--- config.mk ---
export PLATFORM = sky130hd
export DESIGN_NAME = i2c_irq_vector
export DESIGN_NICKNAME = d
export VERILOG_FILES = /design/src/rtl/i2civ_pkg.sv /design/src/rtl/i2civ_flag_bank.sv /design/src/rtl/i2civ_prio.sv /design/src/rtl/i2civ_regif.sv /design/src/rtl/i2c_irq_vector.sv
export SDC_FILE = /design/constraint.sdc
export NUM_CORES = 1
export LEC_CHECK = 0
export BUFFER_PORTS_ARGS = -buffer_cell sky130_fd_sc_hd__buf_2
export CAP_MARGIN = 20
export CORE_ASPECT_RATIO = 1.5
export CORE_UTILIZATION = 49
export CTS_BUF_LIST = sky130_fd_sc_hd__clkbuf_4
export DETAILED_ROUTE_END_ITERATION = 16
export HOLD_SLACK_MARGIN = 0.08
export PLACE_DENSITY = 0.83
export REMOVE_ABC_BUFFERS = 1
export SLEW_MARGIN = 10
export SYNTH_ARGS = -nofsm -noshare
export SYNTH_HDL_FRONTEND = slang
export SYNTH_SLANG_ARGS = --single-unit
--- constraint.sdc ---
create_clock -name clk -period 2.4 [get_ports clk]
set_input_delay 0.12 -clock clk [delete_from_list [all_inputs] [get_ports clk]]
set_output_delay 0.12 -clock clk [all_outputs]
set_load 0.1 [all_outputs]
--- src/rtl/i2civ_pkg.sv ---
package i2civ_pkg;

  localparam int unsigned NUM_EV = 7;

  typedef enum logic [2:0] {
    VEC_NONE   = 3'd0,
    VEC_ARB    = 3'd1,
    VEC_NACK   = 3'd2,
    VEC_ACCRDY = 3'd3,
    VEC_RXRDY  = 3'd4,
    VEC_TXRDY  = 3'd5,
    VEC_STOP   = 3'd6,
    VEC_SLAVE  = 3'd7
  } vec_code_e;

  localparam int unsigned IDX_RXRDY = 3;
  localparam int unsigned IDX_TXRDY = 4;
  localparam int unsigned POS_RSFULL = 11;
  localparam int unsigned POS_BUSY   = 12;

  // Status bit position of event index idx (code - 1).
  function automatic int unsigned stat_pos(input int unsigned idx);
    return (idx == 6) ? 9 : idx;
  endfunction

  // Code of the lowest set bit, 0 when none.
  function automatic logic [2:0] lowest_code(input logic [NUM_EV-1:0] pend);
    logic [2:0] c;
    c = 3'd0;
    for (int i = NUM_EV - 1; i >= 0; i--) begin
      if (pend[i]) c = 3'(i + 1);
    end
    return c;
  endfunction

endpackage

--- src/rtl/i2civ_flag_bank.sv ---
module i2civ_flag_bank #(
  parameter int unsigned N = 7
) (
  input  logic         clk,
  input  logic         rst_n,
  input  logic [N-1:0] set_i,
  input  logic [N-1:0] clr_i,
  output logic [N-1:0] flags_o
);

  for (genvar i = 0; i < N; i++) begin : g_flag
    logic q;
    always_ff @(posedge clk) begin
      if (!rst_n)        q <= 1'b0;
      else if (set_i[i]) q <= 1'b1;
      else if (clr_i[i]) q <= 1'b0;
    end
    assign flags_o[i] = q;

    assert_set_R2: assert property (@(posedge clk) disable iff (!rst_n)
      set_i[i] |=> flags_o[i]);
    assert_clear_R3: assert property (@(posedge clk) disable iff (!rst_n)
      (clr_i[i] && !set_i[i]) |=> !flags_o[i]);
  end

endmodule

--- src/rtl/i2civ_prio.sv ---
module i2civ_prio
  import i2civ_pkg::*;
#(
  parameter int unsigned N = NUM_EV
) (
  input  logic         clk,
  input  logic         rst_n,
  input  logic [N-1:0] pend_i,
  output logic [N-1:0] sel_o,
  output logic [2:0]   code_o
);

  logic [N-1:0] seen;

  for (genvar i = 0; i < N; i++) begin : g_chain
    if (i == 0) begin : g_first
      assign seen[i]  = pend_i[i];
      assign sel_o[i] = pend_i[i];
    end else begin : g_rest
      assign seen[i]  = seen[i-1] | pend_i[i];
      assign sel_o[i] = pend_i[i] & ~seen[i-1];
    end
  end

  assign code_o = lowest_code(pend_i);

  assert_onehot_sel_R6: assert property (@(posedge clk) disable iff (!rst_n)
    $onehot0(sel_o));
  assert_code_matches_sel_R6: assert property (@(posedge clk) disable iff (!rst_n)
    (code_o != 3'd0) == (|sel_o));

endmodule

--- src/rtl/i2civ_regif.sv ---
module i2civ_regif #(
  parameter int unsigned   AW       = 6,
  parameter int unsigned   DW       = 16,
  parameter int unsigned   MW       = 7,
  parameter logic [AW-1:0] MASK_OFS = 6'h04,
  parameter logic [AW-1:0] STAT_OFS = 6'h08,
  parameter logic [AW-1:0] VEC_OFS  = 6'h28
) (
  input  logic [AW-1:0] addr_i,
  input  logic          wr_i,
  input  logic          rd_i,
  input  logic [MW-1:0] mask_i,
  input  logic [DW-1:0] status_i,
  input  logic [2:0]    code_i,
  output logic          wr_mask_o,
  output logic          wr_stat_o,
  output logic          rd_vec_o,
  output logic [DW-1:0] rdata_o
);

  logic hit_mask, hit_stat, hit_vec;

  assign hit_mask  = (addr_i == MASK_OFS);
  assign hit_stat  = (addr_i == STAT_OFS);
  assign hit_vec   = (addr_i == VEC_OFS);
  assign wr_mask_o = wr_i & hit_mask;
  assign wr_stat_o = wr_i & hit_stat;
  assign rd_vec_o  = rd_i & hit_vec;

  always_comb begin
    rdata_o = '0;
    if (hit_mask)      rdata_o = DW'(mask_i);
    else if (hit_stat) rdata_o = status_i;
    else if (hit_vec)  rdata_o = DW'(code_i);
  end

endmodule

--- src/rtl/i2c_irq_vector.sv ---
module i2c_irq_vector
  import i2civ_pkg::*;
#(
  parameter int unsigned AW = 6,
  parameter int unsigned DW = 16
) (
  input  logic          clk,
  input  logic          rst_n,
  input  logic          ev_arb_lost,
  input  logic          ev_nack,
  input  logic          ev_acc_rdy,
  input  logic          ev_rx_rdy,
  input  logic          ev_tx_rdy,
  input  logic          ev_stop,
  input  logic          ev_slave_addr,
  input  logic          bus_busy,
  input  logic          rx_shift_full,
  input  logic          rx_data_taken,
  input  logic          tx_data_loaded,
  input  logic [AW-1:0] reg_addr,
  input  logic          reg_wr,
  input  logic          reg_rd,
  input  logic [DW-1:0] reg_wdata,
  output logic [DW-1:0] reg_rdata,
  output logic          irq
);

  localparam int unsigned N = NUM_EV;

  logic [N-1:0]  ev, mask_q, flags, pend, sel, w1c, vec_clr, auto_clr, clr;
  logic [2:0]    code;
  logic          wr_mask_en, wr_stat_en, rd_vec_en;
  logic [DW-1:0] status_word;
  logic          unused_wdata;

  assign ev = {ev_slave_addr, ev_stop, ev_tx_rdy, ev_rx_rdy,
               ev_acc_rdy, ev_nack, ev_arb_lost};

  i2civ_regif #(.AW(AW), .DW(DW), .MW(N)) u_regif (
    .addr_i   (reg_addr),
    .wr_i     (reg_wr),
    .rd_i     (reg_rd),
    .mask_i   (mask_q),
    .status_i (status_word),
    .code_i   (code),
    .wr_mask_o(wr_mask_en),
    .wr_stat_o(wr_stat_en),
    .rd_vec_o (rd_vec_en),
    .rdata_o  (reg_rdata)
  );

  always_ff @(posedge clk) begin
    if (!rst_n)          mask_q <= '0;
    else if (wr_mask_en) mask_q <= reg_wdata[N-1:0];
  end

  // Clear sources per flag.
  for (genvar i = 0; i < N; i++) begin : g_clr
    assign w1c[i] = wr_stat_en & reg_wdata[stat_pos(i)];
    if (i == IDX_RXRDY) begin : g_rx
      assign auto_clr[i] = rx_data_taken;
    end else if (i == IDX_TXRDY) begin : g_tx
      assign auto_clr[i] = tx_data_loaded;
    end else begin : g_none
      assign auto_clr[i] = 1'b0;
    end
  end
  assign vec_clr = rd_vec_en ? sel : '0;
  assign clr     = w1c | vec_clr | auto_clr;

  i2civ_flag_bank #(.N(N)) u_flags (
    .clk    (clk),
    .rst_n  (rst_n),
    .set_i  (ev),
    .clr_i  (clr),
    .flags_o(flags)
  );

  assign pend = flags & mask_q;

  i2civ_prio #(.N(N)) u_prio (
    .clk   (clk),
    .rst_n (rst_n),
    .pend_i(pend),
    .sel_o (sel),
    .code_o(code)
  );

  always_comb begin
    status_word = '0;
    for (int i = 0; i < N; i++) status_word[stat_pos(i)] = flags[i];
    status_word[POS_RSFULL] = rx_shift_full;
    status_word[POS_BUSY]   = bus_busy;
  end

  assign irq = |pend;

  assign unused_wdata = ^reg_wdata;

  assert_irq_follows_event_R8: assert property (@(posedge clk) disable iff (!rst_n)
    ((|(ev & mask_q)) && !wr_mask_en) |=> irq);
  assert_irq_vector_agree_R8: assert property (@(posedge clk) disable iff (!rst_n)
    irq == (code != 3'd0));
  assert_vector_read_clears_R7: assert property (@(posedge clk) disable iff (!rst_n)
    (rd_vec_en && (|sel) && !(|(ev & sel))) |=> ((flags & $past(sel)) == '0));
  assert_mask_write_R5: assert property (@(posedge clk) disable iff (!rst_n)
    wr_mask_en |=> (mask_q == $past(reg_wdata[N-1:0])));
  assert_masked_not_reported_R6: assert property (@(posedge clk) disable iff (!rst_n)
    (code != 3'd0) |-> mask_q[code - 3'd1]);

endmodule

==> results of run 1 <==
==> synthesized netlist by cell type, drive strengths merged <==
cell type  count  area (um^2)
clkbuf         1         3.75
a221o          1         10.0
o311a          1         10.0
and4           1         8.76
nor4           1         21.3
or3b           1         8.76
nand3b         1         7.51
a22o           8         70.1
dfxtp         14          280
nand3         10         50.1
conb           1         3.75
o31a           1         8.76
and2           3         20.0
inv            5         18.8
buf           12          103
o21ai          3         15.0
nand2         18         70.1
nand2b         1         6.26
nor2           1         3.75
a31oi          2         12.5
nand4b         3         26.3
a221oi         3         26.3
and3b          1         8.76
a21boi         7         52.6
a22oi          2         15.0
o221a          1         11.3
a21oi          6         33.8
nor3           1         5.00
o21a           1         7.51
a32o           2         20.0
nor2b          2         15.0
nand4          2         12.5
and3           4         26.3
==> sequential cells by signal, indices dropped and copies added (netlist names) <==
name and cells:
mask_q 7, u_flags.g_flag.q 7
==> routing by layer <==
metal / vias up / wire [um] / part of all wire, % / track usage (%)
li1: 523 / - / - / -
met1: 525 / 1040 / 41 / 28.5
met2: 38 / 1350 / 53 / 45.0
met3: 5 / 106 / 4.2 / 3.50
met4: 0 / 42 / 1.7 / 10.3
met5: - / 0 / 0 / 0
==> area by class of cell <==
type / count / area share (%)
timing repair buffer: 44 / 20.2
clock buffer: 3 / 1.88
clock inverter: 1 / 0.313
multi-input combinational: 94 / 50.5
inverter: 5 / 1.56
tap: 21 / 2.19
sequential: 14 / 23.4
==> critical path: stages, from the launching register on <==
cell and delay (ns):
dfxtp_1 0.35, a22oi_1 0.28, and2_2 0.24, or3b_1 0.37, a21oi_2 0.11, buf_2 0.43
==> cell usage in the layout (no fill, tap or decap), types with 3 or more instances in the layout <==
master | synthesis | final
a21boi_1 | 7 | 7
and3_1 | 3 | 3
conb_1 | 1 | 6
clkbuf_4 | 0 | 3
o21ai_0 | 3 | 3
a21oi_1 | 5 | 5
nand4b_1 | 3 | 3
dfxtp_1 | 14 | 14
a22o_1 | 8 | 8
buf_2 | 0 | 39
inv_1 | 5 | 5
nand3_1 | 10 | 10
nand2_1 | 17 | 17
a221oi_1 | 3 | 3
dlygate4sd3_1 | 0 | 4
==> worst paths after layout <==
path | start | end | slack, ns | cells after the start
max | mask_q[1] | reg_rdata[2] | 0.22 | 5
min | reg_wdata[6] | mask_q[6] | 0.08 | 3
max reg2reg | mask_q[1] | u_flags.g_flag[5].q | 1.04 | 4
min reg2reg | mask_q[2] | mask_q[2] | 0.51 | 2
==> through the flow <==
stage / setup slack (ns) / utilization [%] / total power (W) / instance area [um^2]
floorplan: 0.251 / - / 0.000330 / 905
global placement: 0.519 / 60.4 / 0.000368 / 1130
detailed placement: 0.473 / 60.4 / 0.000373 / 1130
CTS: 0.204 / 63.9 / 0.000513 / 1200
global route: 0.116 / 63.9 / 0.000532 / 1200
finish: 0.219 / 63.9 / 0.000510 / 1200
==> where the power goes <==
group          internal (W)  switching [W]  total (W)
Combinational     0.0000389      0.0000813   0.000120
Sequential         0.000242      0.0000111   0.000253
Clock             0.0000604      0.0000766   0.000137
==> logic make-up (layout without fill, tap and decap cells) <==
kind of cell    count (synthesis)  after routing  synth area share [%]
simple gates                   50             50                  29.3
compound gates                 38             38                  29.5
buf+inv                        18             53                  12.6
flops                          14             14                  28.2
other cells                     1              6                 0.378
==> repair_timing <==
item	CTS	global route
endpoints found under the setup margin	0	0
endpoints found under the hold margin	4	0
hold buffers	4	0
==> metrics.md, run 1 <==
| Metric | Value |
|---|---|
| Count of cell types in the netlist | `41` |
| Startpoint Class | `flip-flop` |
| Post-Route WL | `2.54 mm` |
| Clock latency on the worst-skew pair | `0.28 ns` |
| CTS tree | `yes` |
| RSZ-0062 raised after global routing | `false` |
| Pin count of the biggest net entering global routing | `18` |
| Register area share after synthesis | `28.2%` |
| Worst min path class | `in -> reg` |
| Worst setup path category | `reg -> out` |
| GR Util All Layers | `25.3%` |
| MaxCap Viol Count | `0` |
| Global route total overflow | `0` |
| Clock sink count | `14` |
| DRT iter0 DRCs | `23` |
| Root Driver | `clkbuf_4` |
| Final Non-Filler Cells | `182` |
| CTS Buf Count | `3` |
| Mapped Area | `992 um^2` |
| Ports | `54` |
| First-pass GRT wire length | `3.99 mm` |
| Post-CTS setup buffers | `0` |
| Syn Inst Count | `121` |
| Final net count | `199` |
| Data arrival, critical path | `2.06 ns` |
| CP Capture Type | `primary output` |
| CP max FO | `5` |
| Tmin final | `2.18 ns` |
| Final setup vio count | `0` |
| Routed Antenna Nets | `0` |
| Fin crit share | `90.9%` |
| Status | `finished clean` |
| Hold Slack | `0.0817 ns` |
| Die X | `38.7 um` |
| Hold Vio Cnt, Final | `0` |
| Die Height | `57.1 um` |
| Initial antenna violation count | `0` |
| Power Density | `425 nW/um^2` |
| Port Buf Inserts | `39` |
| Fillers | `188` |
| Warnings from Yosys | `0` |
| Avg Inst Size Synth | `8.20 um^2` |
| Fmax | `0.458 GHz` |
| Setup Skew | `0.00130 ns` |
| Placed Cells incl. Taps | `174` |
| Critical Path RT | `2.28 ns` |
| Clock slew at reported path FFs | `0.08 ns` |
| Area of the multi-input gates | `606 um^2` |
| Vias in the first global route | `968` |
| Starting Density | `52.8%` |
| DR vias/cell | `5.99` |
| Yosys reg bits | `14` |
| H-tree depth | `1` |
| Rows | `19` |
| Max Slew Vio Count | `0` |
| N_diodes | `0` |
| Routability cong. | `0.890` |
| Area of the die | `2210 um^2` |
| Pleak | `0.538 nW` |
| Share of layout cells above drive strength 1 | `30.4%` |
| Dpl hpwl | `1.91 mm` |
| Peak VDD IR | `315 uV` |
| 1st-pass router iterations | `4` |
| Via count | `1091` |
| Core area | `1880 um^2` |
| Worst-case clock buffer depth | `2` |
| # DRC | `0` |
| Routed len/inst | `13.9 um` |
| Setup TNS | `0 ns` |
| Register area | `280 um^2` |
| Layout area overhead | `20.9%` |
| Cts repair resizes | `0` |
(Power assumes the default switching activity.)
==> inputs of run 2 (changes only) <==
==> constraint.sdc (replaced) <==
create_clock -name clk -period 2.4 [get_ports clk]
set_input_delay 0.36 -clock clk [delete_from_list [all_inputs] [get_ports clk]]
set_output_delay 0.36 -clock clk [all_outputs]
set_load 0.1 [all_outputs]
==> run 2 against run 1 <==
  * Largest cell class unchanged
  * Power rose by 0.64%
  * Non-clock buffer count is 4 lower
  * Register-to-register slack about the same
  * Critical endpoint unchanged
  * Wire length down 0.59%
  * Global-route usage is 1.4 points lower
  * Cell area increased by 4.2%
==> metrics.md, run 2 (synthesis results as in run 1) <==
| Metric | Value |
|---|---|
| Global route total overflow | `0 (unchanged)` |
| CP Capture Type | `primary output` |
| Hold Vio Cnt, Final | `0 (unchanged)` |
| Layout area overhead | `26.0%` |
| R2R cell count | `4 (unchanged)` |
| R2R Path Start | `mask_q[1]` |
| Worst setup path start | `mask_q[1]` |
| Worst-case clock buffer depth | `2 (unchanged)` |
| Post-Route WL | `2.52 mm (-0.59%)` |
| MaxCap Viol Count | `0 (unchanged)` |
| H-tree depth | `1 (unchanged)` |
| Area of the die | `2210 um^2 (unchanged)` |
| Switch Pwr | `0.000175 W (+3.4%)` |
| Routability cong. | `0.887 (-0.38%)` |
| Routed Antenna Nets | `0 (unchanged)` |
| Final net count | `195 (-2.0%)` |
| DRT iter0 DRCs | `25 (+8.7%)` |
| Hold path cells | `2 (-1)` |
| CP max FO | `5 (unchanged)` |
| CTS tree | `yes` |
| Met3 routed WL | `119 um (+12%)` |
| Largest regs | `mask_q (7), u_flags.g_flag.q (7)` |
| M1 wire length | `980 um (-6.0%)` |
| Fmax | `0.444 GHz (-3.2%)` |
| Power Density | `411 nW/um^2 (-3.4%)` |
| Startpoint Class | `flip-flop` |
| Worst min path class | `in -> reg` |
| Root Driver | `clkbuf_4` |
| R2R setup slack | `1.05 ns (about the same)` |
| Setup TNS | `0 ns (unchanged)` |
| End of the worst hold path | `u_flags.g_flag[0].q` |
| Die Height | `57.1 um (unchanged)` |
| Cts hold-fix bufs | `0 (-4)` |
| # DRC | `0 (unchanged)` |
| Clock Power Share | `27.9% (+1.0 points)` |
| Final Non-Filler Cells | `178 (-2.2%)` |
| Final setup vio count | `0 (unchanged)` |
| R2r endpoint | `u_flags.g_flag[5].q` |
| Worst setup path category | `reg -> out` |
| Clock latency on the worst-skew pair | `0.28 ns (about the same)` |
| Register area | `280 um^2 (unchanged)` |
| Critical Path RT | `2.04 ns (-0.24 ns)` |
| Area of the multi-input gates | `606 um^2 (unchanged)` |
| Status | `finished clean` |
| Core area | `1880 um^2 (unchanged)` |
| Top layer reached by signal wires | `met4` |
| Internal power | `0.000339 W (-0.72%)` |
| Post-CTS setup buffers | `0 (unchanged)` |
| Rows | `19 (unchanged)` |
| GR Util All Layers | `23.9% (-1.4 points)` |
| Fin crit share | `93.9% (+3.0 points)` |
| N_diodes | `0 (unchanged)` |
| Data arrival, critical path | `1.89 ns (-0.17 ns)` |
| Die X | `38.7 um (unchanged)` |
| Share of layout cells above drive strength 1 | `31.2% (+0.78 points)` |
| Via count | `1045 (-4.2%)` |
| Met2 WL post-DR | `1.39 mm (+3.5%)` |
| RSZ-0062 raised after global routing | `false` |
| Clock slew at reported path FFs | `0.09 ns (about the same)` |
| Sequential share of power | `49.3% (-0.3 points)` |
| Ports | `54 (unchanged)` |
| First-pass GRT wire length | `3.91 mm (-2.1%)` |
| Hold wc startpoint | `ev_arb_lost` |
| Placed Cells incl. Taps | `174 (unchanged)` |
| Combinational power share | `22.8% (-0.8 points)` |
| Initial antenna violation count | `0 (unchanged)` |
| Routed len/inst | `14.2 um (+1.6%)` |
| Commonest cells after routing, fill and taps aside | `buf_2 (33), nand2_1 (17), dfxtp_1 (14), nand3_1 (10), a22o_1 (8)` |
| 1st-pass router iterations | `4 (unchanged)` |
| Port Buf Inserts | `39 (unchanged)` |
| Clock sink count | `14 (unchanged)` |
| Pin count of the biggest net entering global routing | `18 (unchanged)` |
| Pleak | `0.537 nW (-0.24%)` |
| Sw Ratio | `34.0% (+0.91 points)` |
| DR vias/cell | `5.87 (-2.1%)` |
| Commonest non-fill, non-tap cell in the layout | `buf_2` |
| Vias in the first global route | `946 (-2.3%)` |
| CTS Buf Count | `3 (unchanged)` |
| Cts repair resizes | `0 (unchanged)` |
| Fillers | `164 (-13%)` |
| Peak VDD IR | `352 uV (+12%)` |
| Max Slew Vio Count | `0 (unchanged)` |
| Tmin final | `2.25 ns (+0.0715 ns)` |
| Starting Density | `52.8% (unchanged)` |
| Setup Skew | `0.00231 ns (+0.00101 ns)` |
| Dpl hpwl | `1.96 mm (+2.2%)` |
[run 2: cell count changes in the layout (fill, tap and decap cells not counted)]
| cell | previous run | this run |
|---|---|---|
| buf_12 | 0 | 6 |
| dlygate4sd3_1 | 4 | 0 |
| buf_2 | 39 | 33 |
[run 2: critical path: stages, from the launching register on]
cell	delay, ns
dfxtp_1	0.35
a22oi_1	0.28
and2_2	0.23
or3b_1	0.37
a21oi_2	0.18
buf_12	0.19
[run 2: how the worst max path moves through the flow]
stage                         to  cells past startpoint
finish              reg_rdata[2]                      5
global placement    reg_rdata[2]                      7
CTS                 reg_rdata[2]                      5
detailed placement  reg_rdata[2]                      7
global route        reg_rdata[2]                      5
floorplan           reg_rdata[2]                      4
[run 2: per-stage QoR]
step           hold WS [ns]  area [um^2]  total power (W)  utilization (%)  worst slack [ns]
6_report              0.289         1250         0.000513             66.6             0.147
4_1_cts               0.289         1250         0.000512             66.6             0.152
2_1_floorplan         0.470          905         0.000330                -           -0.0127
5_1_grt               0.297         1250         0.000529             66.6            0.0775
3_3_place_gp          0.485         1220         0.000371             65.2             0.338
3_5_place_dp          0.494         1220         0.000375             65.2             0.307
[run 2: cell type report]
type | instances | share of cell area [%]
clock buffer | 3 | 1.80
sequential | 14 | 22.4
multi-input combinational | 94 | 48.4
inverter | 5 | 1.50
timing repair buffer | 40 | 23.4
clock inverter | 1 | 0.300
tap | 21 | 2.10
[run 2: power groups by stage]
stage	Clock (W)	Combinational [W]	Sequential (W)
after floorplan	0	0.0000752	0.000255
after global placement	0	0.000113	0.000257
after detailed placement	0	0.000116	0.000258
after CTS	0.000143	0.000117	0.000253
after global routing	0.000151	0.000124	0.000254
final	0.000143	0.000117	0.000253
[run 2: metal layers]
layer | up-vias | track usage, %
li1 | 512 | -
met1 | 487 | 26.7
met2 | 42 | 44.5
met3 | 4 | 2.33
met4 | 0 | 7.39
met5 | - | 0
